===== config.mk =====
export PLATFORM = sky130hd
export DESIGN_NAME = ser_prog_port
export DESIGN_NICKNAME = d
export VERILOG_FILES = /design/src/rtl/sp_pkg.sv /design/src/rtl/sp_edge_sync.sv /design/src/rtl/sp_shift.sv /design/src/rtl/sp_latch_bank.sv /design/src/rtl/ser_prog_port.sv
export SDC_FILE = /design/constraint.sdc
export NUM_CORES = 1
export LEC_CHECK = 0
export ABC_AREA = 1
export BUFFER_PORTS_ARGS = -buffer_cell sky130_fd_sc_hd__clkbuf_2
export CAP_MARGIN = 25
export CORE_MARGIN = 2
export CORE_UTILIZATION = 30
export CTS_CLUSTER_SIZE = 24
export DETAILED_ROUTE_END_ITERATION = 7
export PLACE_DENSITY = 0.58
export SKIP_LAST_GASP = 1
export SYNTH_ARGS = -nofsm -noshare
export SYNTH_HDL_FRONTEND = slang
export SYNTH_SLANG_ARGS = --single-unit

===== constraint.sdc =====
create_clock -name clk_i -period 1.52 [get_ports clk_i]
set_clock_uncertainty 0.1 [all_clocks]
set_input_delay 0 -clock clk_i [delete_from_list [all_inputs] [get_ports clk_i]]
set_output_delay 0 -clock clk_i [all_outputs]
set_load 0.03 [all_outputs]

===== src/rtl/sp_pkg.sv =====
// Package: shared widths, select codes and decoded latch field types for
// the serial latch-programming port.
package sp_pkg;
    localparam int WORD_W = 24;
    localparam int SEL_W  = 2;

    typedef enum logic [SEL_W-1:0] {
        SEL_REF  = 2'b00,
        SEL_FB   = 2'b01,
        SEL_FUNC = 2'b10,
        SEL_INIT = 2'b11
    } sel_e;

    typedef struct packed {
        logic        ldprec;
        logic [1:0]  tmode;
        logic [1:0]  abw;
        logic [13:0] div;
    } ref_fields_t;

    typedef struct packed {
        logic        cpgain;
        logic [12:0] div;
    } fb_fields_t;

    typedef struct packed {
        logic       pdn2;
        logic [2:0] icp2;
        logic [2:0] icp1;
        logic [3:0] timer;
        logic       fl_mode;
        logic       fl_en;
        logic       cp_hiz;
        logic       pol;
        logic [2:0] muxsel;
        logic       pdn1;
        logic       hold;
    } func_fields_t;

    // Extract reference-latch fields from a shifted word.
    function automatic ref_fields_t to_ref(input logic [WORD_W-1:0] w);
        ref_fields_t r;
        r.div    = w[15:2];
        r.abw    = w[17:16];
        r.tmode  = w[19:18];
        r.ldprec = w[20];
        return r;
    endfunction

    // Extract feedback-latch fields from a shifted word.
    function automatic fb_fields_t to_fb(input logic [WORD_W-1:0] w);
        fb_fields_t f;
        f.div    = w[20:8];
        f.cpgain = w[21];
        return f;
    endfunction

    // Extract function-latch fields from a shifted word.
    function automatic func_fields_t to_func(input logic [WORD_W-1:0] w);
        func_fields_t f;
        f.hold    = w[2];
        f.pdn1    = w[3];
        f.muxsel  = w[6:4];
        f.pol     = w[7];
        f.cp_hiz  = w[8];
        f.fl_en   = w[9];
        f.fl_mode = w[10];
        f.timer   = w[14:11];
        f.icp1    = w[17:15];
        f.icp2    = w[20:18];
        f.pdn2    = w[21];
        return f;
    endfunction
endpackage


===== src/rtl/sp_edge_sync.sv =====
// Module: sp_edge_sync
// Synchronizes strobe inputs and level inputs through STAGES flops and
// reports one-cycle rising-edge pulses on the strobes. Level outputs are
// delayed by the same amount as the strobes, so a level bit arrives in the
// same cycle as the strobe edge that came with it.
// Assumes: inputs are held low while reset is asserted.
module sp_edge_sync #(
    parameter int STAGES = 2,
    parameter int EDGE_W = 2,
    parameter int LVL_W  = 1
) (
    input  logic              clk_i,
    input  logic              rst_ni,
    input  logic [EDGE_W-1:0] edge_i,
    input  logic [LVL_W-1:0]  lvl_i,
    output logic [EDGE_W-1:0] rise_o,
    output logic [LVL_W-1:0]  lvl_o
);
    localparam int TOT_W = EDGE_W + LVL_W;

    logic [TOT_W-1:0]  stg [STAGES];
    logic [EDGE_W-1:0] prev_q;

    // Synchronizer chain for all pins together.
    always_ff @(posedge clk_i) begin
        if (!rst_ni) begin
            for (int s = 0; s < STAGES; s++) stg[s] <= '0;
        end else begin
            stg[0] <= {lvl_i, edge_i};
            for (int s = 1; s < STAGES; s++) stg[s] <= stg[s-1];
        end
    end

    // Previous synchronized strobe level, used for edge detection.
    always_ff @(posedge clk_i) begin
        if (!rst_ni) prev_q <= '0;
        else         prev_q <= stg[STAGES-1][EDGE_W-1:0];
    end

    assign rise_o = stg[STAGES-1][EDGE_W-1:0] & ~prev_q;
    assign lvl_o  = stg[STAGES-1][TOT_W-1:EDGE_W];

    // one strobe edge yields a pulse of a single cycle only.
    for (genvar g = 0; g < EDGE_W; g++) begin : g_edge_chk
        a_r9_single_edge: assert property (@(posedge clk_i) disable iff (!rst_ni)
            rise_o[g] |=> !rise_o[g]);
    end
endmodule


===== src/rtl/sp_shift.sv =====
// Module: sp_shift
// Serial-in shift register. It shifts the data bit into bit 0 on each enable,
// so the first bit sent ends in the top position.
module sp_shift #(
    parameter int W = 24
) (
    input  logic         clk_i,
    input  logic         rst_ni,
    input  logic         sh_en_i,
    input  logic         bit_i,
    output logic [W-1:0] word_o
);
    logic [W-1:0] sh_q;

    // Shift one bit per detected serial clock edge.
    always_ff @(posedge clk_i) begin
        if (!rst_ni)      sh_q <= '0;
        else if (sh_en_i) sh_q <= {sh_q[W-2:0], bit_i};
    end

    assign word_o = sh_q;

    // new bit lands at position 0 and older bits move up by one.
    a_r2_msb_first: assert property (@(posedge clk_i) disable iff (!rst_ni)
        sh_en_i |=> (word_o[0] == $past(bit_i)) &&
                    (word_o[W-1:1] == $past(word_o[W-2:0])));
endmodule


===== src/rtl/sp_latch_bank.sv =====
// Module: sp_latch_bank
// Holds the reference, feedback and function latches. On a load it routes
// the word by its low select bits. It also runs the one-shot counter reset
// rule: an init load fires the pulse and arms it, and the next feedback load
// fires again and disarms it.
// Assumes: load_i is a single-cycle pulse.
module sp_latch_bank
    import sp_pkg::*;
(
    input  logic              clk_i,
    input  logic              rst_ni,
    input  logic              load_i,
    input  logic [WORD_W-1:0] word_i,
    output ref_fields_t       ref_o,
    output fb_fields_t        fb_o,
    output func_fields_t      func_o,
    output logic              rst_pulse_o
);
    sel_e         sel;
    ref_fields_t  ref_q;
    fb_fields_t   fb_q;
    func_fields_t func_q;
    logic         armed_q;
    logic         pulse_q;
    logic         fire;

    assign sel  = sel_e'(word_i[SEL_W-1:0]);
    assign fire = load_i && ((sel == SEL_INIT) || ((sel == SEL_FB) && armed_q));

    // Reference latch: written only by select code 00.
    always_ff @(posedge clk_i) begin
        if (!rst_ni)                        ref_q <= '0;
        else if (load_i && sel == SEL_REF)  ref_q <= to_ref(word_i);
    end

    // Feedback latch: written only by select code 01.
    always_ff @(posedge clk_i) begin
        if (!rst_ni)                       fb_q <= '0;
        else if (load_i && sel == SEL_FB)  fb_q <= to_fb(word_i);
    end

    // Function latch: written by both the function and the init code.
    always_ff @(posedge clk_i) begin
        if (!rst_ni)
            func_q <= '0;
        else if (load_i && (sel == SEL_FUNC || sel == SEL_INIT))
            func_q <= to_func(word_i);
    end

    // One-shot arm: set by init, cleared by the next feedback load.
    always_ff @(posedge clk_i) begin
        if (!rst_ni)                       armed_q <= 1'b0;
        else if (load_i && sel == SEL_INIT) armed_q <= 1'b1;
        else if (load_i && sel == SEL_FB)   armed_q <= 1'b0;
    end

    // Registered counter reset pulse.
    always_ff @(posedge clk_i) begin
        if (!rst_ni) pulse_q <= 1'b0;
        else         pulse_q <= fire;
    end

    assign ref_o       = ref_q;
    assign fb_o        = fb_q;
    assign func_o      = func_q;
    assign rst_pulse_o = pulse_q;

    // no latch moves without a load.
    a_r8_hold: assert property (@(posedge clk_i) disable iff (!rst_ni)
        !load_i |=> $stable(ref_q) && $stable(fb_q) && $stable(func_q));
    // the reference latch ignores other select codes.
    a_r3_ref_only: assert property (@(posedge clk_i) disable iff (!rst_ni)
        (load_i && word_i[1:0] != 2'b00) |=> $stable(ref_q));
    // the feedback latch ignores other select codes.
    a_r4_fb_only: assert property (@(posedge clk_i) disable iff (!rst_ni)
        (load_i && word_i[1:0] != 2'b01) |=> $stable(fb_q));
    // an init load always pulses and copies the function fields.
    a_r6_init_pulse: assert property (@(posedge clk_i) disable iff (!rst_ni)
        (load_i && word_i[1:0] == 2'b11) |=> pulse_q && (func_q == $past(to_func(word_i))));
    // a function load never pulses.
    a_r5_func_quiet: assert property (@(posedge clk_i) disable iff (!rst_ni)
        (load_i && word_i[1:0] == 2'b10) |=> !pulse_q);
    // a feedback load while disarmed does not pulse.
    a_r7_no_rearm: assert property (@(posedge clk_i) disable iff (!rst_ni)
        (load_i && word_i[1:0] == 2'b01 && !armed_q) |=> !pulse_q);
    // the pulse is one cycle wide.
    a_r11_pulse_width: assert property (@(posedge clk_i) disable iff (!rst_ni)
        pulse_q |=> !pulse_q);
endmodule


===== src/rtl/ser_prog_port.sv =====
// Module: ser_prog_port (top)
// Three-wire serial write port. It synchronizes the host pins, shifts data
// on serial clock edges and loads the selected latch on the load strobe edge.
// Assumes: the host holds the pins low during reset, and each pin level
// lasts longer than SYNC_STAGES+1 system clocks.
module ser_prog_port
    import sp_pkg::*;
#(
    parameter int SYNC_STAGES = 2
) (
    input  logic        clk_i,
    input  logic        rst_ni,
    input  logic        ser_clk_i,
    input  logic        ser_data_i,
    input  logic        ser_load_i,
    output logic [13:0] refdiv_o,
    output logic [1:0]  abw_o,
    output logic [1:0]  tmode_o,
    output logic        ldprec_o,
    output logic [12:0] fbdiv_o,
    output logic        cpgain_o,
    output logic        ctr_hold_o,
    output logic        pdn1_o,
    output logic [2:0]  muxsel_o,
    output logic        pfd_pol_o,
    output logic        cp_hiz_o,
    output logic        fl_en_o,
    output logic        fl_mode_o,
    output logic [3:0]  fl_timer_o,
    output logic [2:0]  icp1_o,
    output logic [2:0]  icp2_o,
    output logic        pdn2_o,
    output logic        ctr_rst_pulse_o
);
    logic [1:0]        rise;
    logic [0:0]        data_s;
    logic [WORD_W-1:0] word;
    ref_fields_t       ref_f;
    fb_fields_t        fb_f;
    func_fields_t      func_f;

    sp_edge_sync #(.STAGES(SYNC_STAGES), .EDGE_W(2), .LVL_W(1)) u_sync (
        .clk_i  (clk_i),
        .rst_ni (rst_ni),
        .edge_i ({ser_load_i, ser_clk_i}),
        .lvl_i  (ser_data_i),
        .rise_o (rise),
        .lvl_o  (data_s)
    );

    sp_shift #(.W(WORD_W)) u_shift (
        .clk_i   (clk_i),
        .rst_ni  (rst_ni),
        .sh_en_i (rise[0]),
        .bit_i   (data_s[0]),
        .word_o  (word)
    );

    sp_latch_bank u_bank (
        .clk_i       (clk_i),
        .rst_ni      (rst_ni),
        .load_i      (rise[1]),
        .word_i      (word),
        .ref_o       (ref_f),
        .fb_o        (fb_f),
        .func_o      (func_f),
        .rst_pulse_o (ctr_rst_pulse_o)
    );

    assign refdiv_o   = ref_f.div;
    assign abw_o      = ref_f.abw;
    assign tmode_o    = ref_f.tmode;
    assign ldprec_o   = ref_f.ldprec;
    assign fbdiv_o    = fb_f.div;
    assign cpgain_o   = fb_f.cpgain;
    assign ctr_hold_o = func_f.hold;
    assign pdn1_o     = func_f.pdn1;
    assign muxsel_o   = func_f.muxsel;
    assign pfd_pol_o  = func_f.pol;
    assign cp_hiz_o   = func_f.cp_hiz;
    assign fl_en_o    = func_f.fl_en;
    assign fl_mode_o  = func_f.fl_mode;
    assign fl_timer_o = func_f.timer;
    assign icp1_o     = func_f.icp1;
    assign icp2_o     = func_f.icp2;
    assign pdn2_o     = func_f.pdn2;

    // on coinciding edges the load sees the word before the shift.
    a_r10_load_before_shift: assert property (@(posedge clk_i) disable iff (!rst_ni)
        (rise[0] && rise[1] && word[1:0] == 2'b00) |=> (ref_f == $past(to_ref(word))));
endmodule


**Word level (Yosys, flattened, before mapping)**

Memories as Yosys holds them, arrays and structs flattened.
Index checks and enable logic that the tools add are counted.

- Add/sub/neg operators: 0
- Multipliers: 0
- Div/mod/pow operators: 0
- $lt $le $gt $ge: 0
- Eq/ne operators: 3
- Shift-type cells: 0
- Muxes and demuxes: 6
- Bitwise gates (word level): 4
- Reduce and logical (&&, ||, !) cells: 10

Operator list:

| kind | number |
|---|---|
| logical AND 1 bit | 6 |
| two-way mux 3 bit | 2 |
| == test 2 bit, second input constant | 2 |
| two-way mux 1 bit | 4 |
| AND 2 bit | 1 |
| == test 2 x 1 -> 1 bit, second input constant | 1 |
| zero test 2 bit | 1 |
| logical OR 1 bit | 2 |
| NOT 2 bit | 1 |
| bitwise OR 1 bit | 2 |
| nonzero test 2 bit | 1 |

- Flip-flop bits (word level): 79
- Latch bits: 0
- Bits in writable memories: 6
- Bits in read-only memories: 0
- Output and inout port bits: 54
- Memories kept: 1

Memory list:

| memory | depth | width | read ports | clocked after memory_dff | wr ports | RTL line | RTL |
|---|---|---|---|---|---|---|---|
| u_sync.stg | 2 | 3 | 2 | 0 | 2 | sp_edge_sync.sv:21 | `logic [TOT_W-1:0] stg [STAGES];` |

**Longest topological paths before layout**

- Word-level depth: 5
- Gate-level depth with buffers: 8
- Gate-level depth less buffers: 6

**Modules after synthesis**

Synthesis repeated with hierarchy kept, for this count alone.

- Cell total of the unflattened synthesis: 493
- Area, all modules: 3,437.0 sq um

By module, submodules not included:

| module | instances | cells an instance | area each (sq um) | sequential area each (sq um) |
|---|---|---|---|---|
| sp_latch_bank | 1 | 313 | 2,215.9 | 1,101.1 |
| sp_shift | 1 | 151 | 980.9 | 480.5 |
| sp_edge_sync | 1 | 29 | 240.2 | 160.2 |

**Worst setup path after synthesis**

No wires, ideal clock.

- Path kind: register -> register
- From: reg u_shift.sh_q[1] (netlist: u_shift.word_o[1])
- To: reg u_bank.fb_q (netlist bit u_bank.fb_o[10])
- Arrival: 0.986 ns
- Setup slack: 0.320 ns
- Stages on the path, launching flop included: 9
- Path through: dfxtp_1 buf_6 inv_1 nand2_2 nor2_8 buf_6 nand2_1 nand2_1 nor2_1

- Cells in the longest elaborated chain, start to end: 2

RTL lines:

| what | RTL line | RTL |
|---|---|---|
| from (decl) | sp_shift.sv:13 | `logic [W-1:0] sh_q;` |
| from (signal assigned) | sp_shift.sv:18 | `else if (sh_en_i) sh_q <= {sh_q[W-2:0], bit_i};` |
| == test 2 x 1 -> 1 bit | sp_latch_bank.sv:39 | `else if (load_i && sel == SEL_FB) fb_q <= to_fb(word_i);` |
| logical AND 1 bit | sp_latch_bank.sv:39 |  |
| to (signal assigned) | sp_latch_bank.sv:39 |  |
| to (decl) | sp_latch_bank.sv:21 | `fb_fields_t fb_q;` |

No other way between the ends.
A chain may end at the register's enable or synchronous reset.

==> results.py <==
metrics = {
    "run_status": {
        "status": "finished, final reports clean",
    },
    "placed_design": {
        "dp.cells": 564,
        "gp_congestion": 0.7278,
        "place_hpwl_mm": 5.105,
        "port_buffers": 58,
    },
    "global_route": {
        "grt_overflow_total": 0,
        "grt_pass1_wl_mm": 12.41,
        "track_usage": 0.1391,
        "grt_antenna_before_repair": 0,
        "grt_max_degree": 44,
        "grt_pass1_vias": 2558,
    },
    "sta": {
        "hold_viol": 0,
        "rsz0062_at_grt": "false",
        "hold_ws_ps": 269.0,
        "relSlewSlack": 0.7237,
        "fmax_mhz": 744.6,
        "period_share": 0.8836,
        "drv_slew": 0,
        "finalSetupViolations": 0,
        "worst_slew_pin_slew_ps": 414.4,
        "tns_ps": 0,
        "min_period_ps": 1343,
    },
    "routing": {
        "route.met3.wl_um": 354,
        "routed_wirelength_mm": 7.432,
        "via_per_inst": 4.544,
        "ant_nets": 0,
        "drt_iter0_markers": 103,
        "drc": 0,
        "wl_per_cell_um": 12.75,
        "dr.pass1.iters": 4,
        "wl_met1_mm": 3.342,
        "highest_layer": "met4",
        "dr_total_vias": 2649,
        "wl_met2_mm": 3.616,
    },
    "clock_network": {
        "cts_buffer_depth": 2,
        "clk_latency_ps": 350,
        "path_clk_slew_ps": 80,
        "post_cts_buffers": 0,
        "cts_tree": "yes",
        "cts_sinks": 85,
        "htreeDepth": 3,
        "root_buffer": "clkbuf_8",
        "cts-buffers-inserted": 9,
    },
    "finish": {
        "regArea_um2": 1702,
        "fillers": 1100,
        "nNetsFinal": 448,
        "final_cell_mix": "85 x dfxtp_1, 80 x nand2_1, 62 x a21oi_1",
        "final_layout_size_suffix_gt1_frac": 0.2170,
        "n_antenna_cell": 0,
        "post-route-util": 0.3666,
        "syn_to_final_growth_pct": 20.26,
        "final_common_cell": "dfxtp_1",
        "multi_input_area_um2": 1137,
        "fin_cells": 583,
    },
    "logic_synthesis": {
        "syn_nets": 392,
        "post_synth_num_cell_types": 19,
        "syn_avg_cell_area_um2": 8.060,
        "yosysSeqAreaShare": 0.5455,
        "netlist_instances": 387,
        "yosysWarnings": 0,
        "ys_ff_latch": 85,
        "synthesis.area_um2": 3119,
    },
    "die": {
        "pin_count": 59,
        "die_w_um": 106.0,
        "start_util": 0.3049,
        "num_rows": 37,
        "die_height_um": 106.0,
        "dieArea_um2": 11230,
        "fp.coreArea_um2": 10230,
    },
    "run": {
        "maxCapViolCount": 0,
    },
    "critical_path": {
        "crit_path_end_kind": "register",
        "path_class": "register to register",
        "crit_required_ps": 1660,
        "critPathLaunchType": "register",
        "arrival_ps": 1480,
        "crit_path_max_fanout": 19,
    },
    "power": {
        "p_per_area_nw_per_um2": 1110,
        "vdd_drop_max_v": 0.0004851,
        "finalPower_w": 0.004166,
        "p_leak_nw": 1.516,
    },
    "worst_hold_path": {
        "hold_class": "input pin to register",
    },
}
## state kept, by name (all words and copies together), names as in the netlist
register and count:
u_bank.armed_q 1, u_bank.fb_o 14, u_bank.func_o 20, u_bank.ref_o 19
u_bank.rst_pulse_o 1, u_shift.word_o 22, u_sync.prev_q 2, u_sync.stg 6
## power breakdown
group / switching, W / internal, W
Clock: 0.000768 / 0.000835
Combinational: 0.000169 / 0.0000811
Sequential: 0.0000429 / 0.00227
## Yosys cell counts
cell type,count,share of area
a21oi_1,62,0.099
buf_1,1,0.0012
buf_12,1,0.0064
buf_2,7,0.011
buf_4,6,0.014
buf_6,3,0.011
clkbuf_1,10,0.012
clkinv_1,1,0.0012
dfxtp_1,85,0.55
inv_1,27,0.032
nand2_1,80,0.096
nand2_2,3,0.0060
nand3_1,41,0.066
nor2_1,27,0.032
nor2_2,7,0.014
nor2_4,2,0.0072
nor2_8,1,0.0064
nor3_1,1,0.0016
o21ai_0,22,0.035
## repair_timing
action,CTS,global route
resized for setup,0,0
endpoints found under the hold margin,10,0
endpoints found under the setup margin,0,0
hold buffers,4,0
## worst max-delay path: stages, from the launching register on
cell,delay (ps)
dfxtp_1,360
inv_1,80
nor2_4,180
nand2_2,290
nand2_1,150
a21oi_1,70
## final timing paths
check | depth (start not counted) | end | start | slack, ps
max | 5 | u_bank.ref_o[15] | u_sync.stg[0][4] | 180
min | 4 | u_sync.stg[0][1] | ser_load_i | 270
min reg2reg | 2 | u_sync.stg[0][4] | u_sync.stg[0][1] | 310
max reg2reg | 5 | u_bank.ref_o[15] | u_sync.stg[0][4] | 180
## area by class of cell
cell class	count	area share
Clock buffer	11	0.04036
Clock inverter	4	0.01268
Inverter	28	0.02802
Multi-Input combinational cell	246	0.3032
Sequential cell	85	0.4536
Tap cell	136	0.04536
Timing Repair Buffer	73	0.1167
## cells by family (layout without fill, tap and decap cells)
group                  Yosys count  count (layout)  share of synthesized area
AOI/OAI and AO/OA               84              84                     0.1348
DFF                             85              85                     0.5455
buffers and inverters           56             116                    0.08985
and+or+nand+nor                162             162                     0.2298
## layer usage
metal,vias up,GRT usage
met3,9,0.03740
met4,0,0.04793
met5,-,0
li1,1357,-
met1,1217,0.1727
met2,66,0.2332
## per-stage QoR
stage               worst slack [ps]  instance area [um2]
global placement               202.6                 3512
detailed placement             157.0                 3512
global route                   40.25                 3751
finish                         177.0                 3751
CTS                            143.2                 3751
floorplan                      320.3                 3119
No activity file was read; power rests on OpenSTA's default activity.
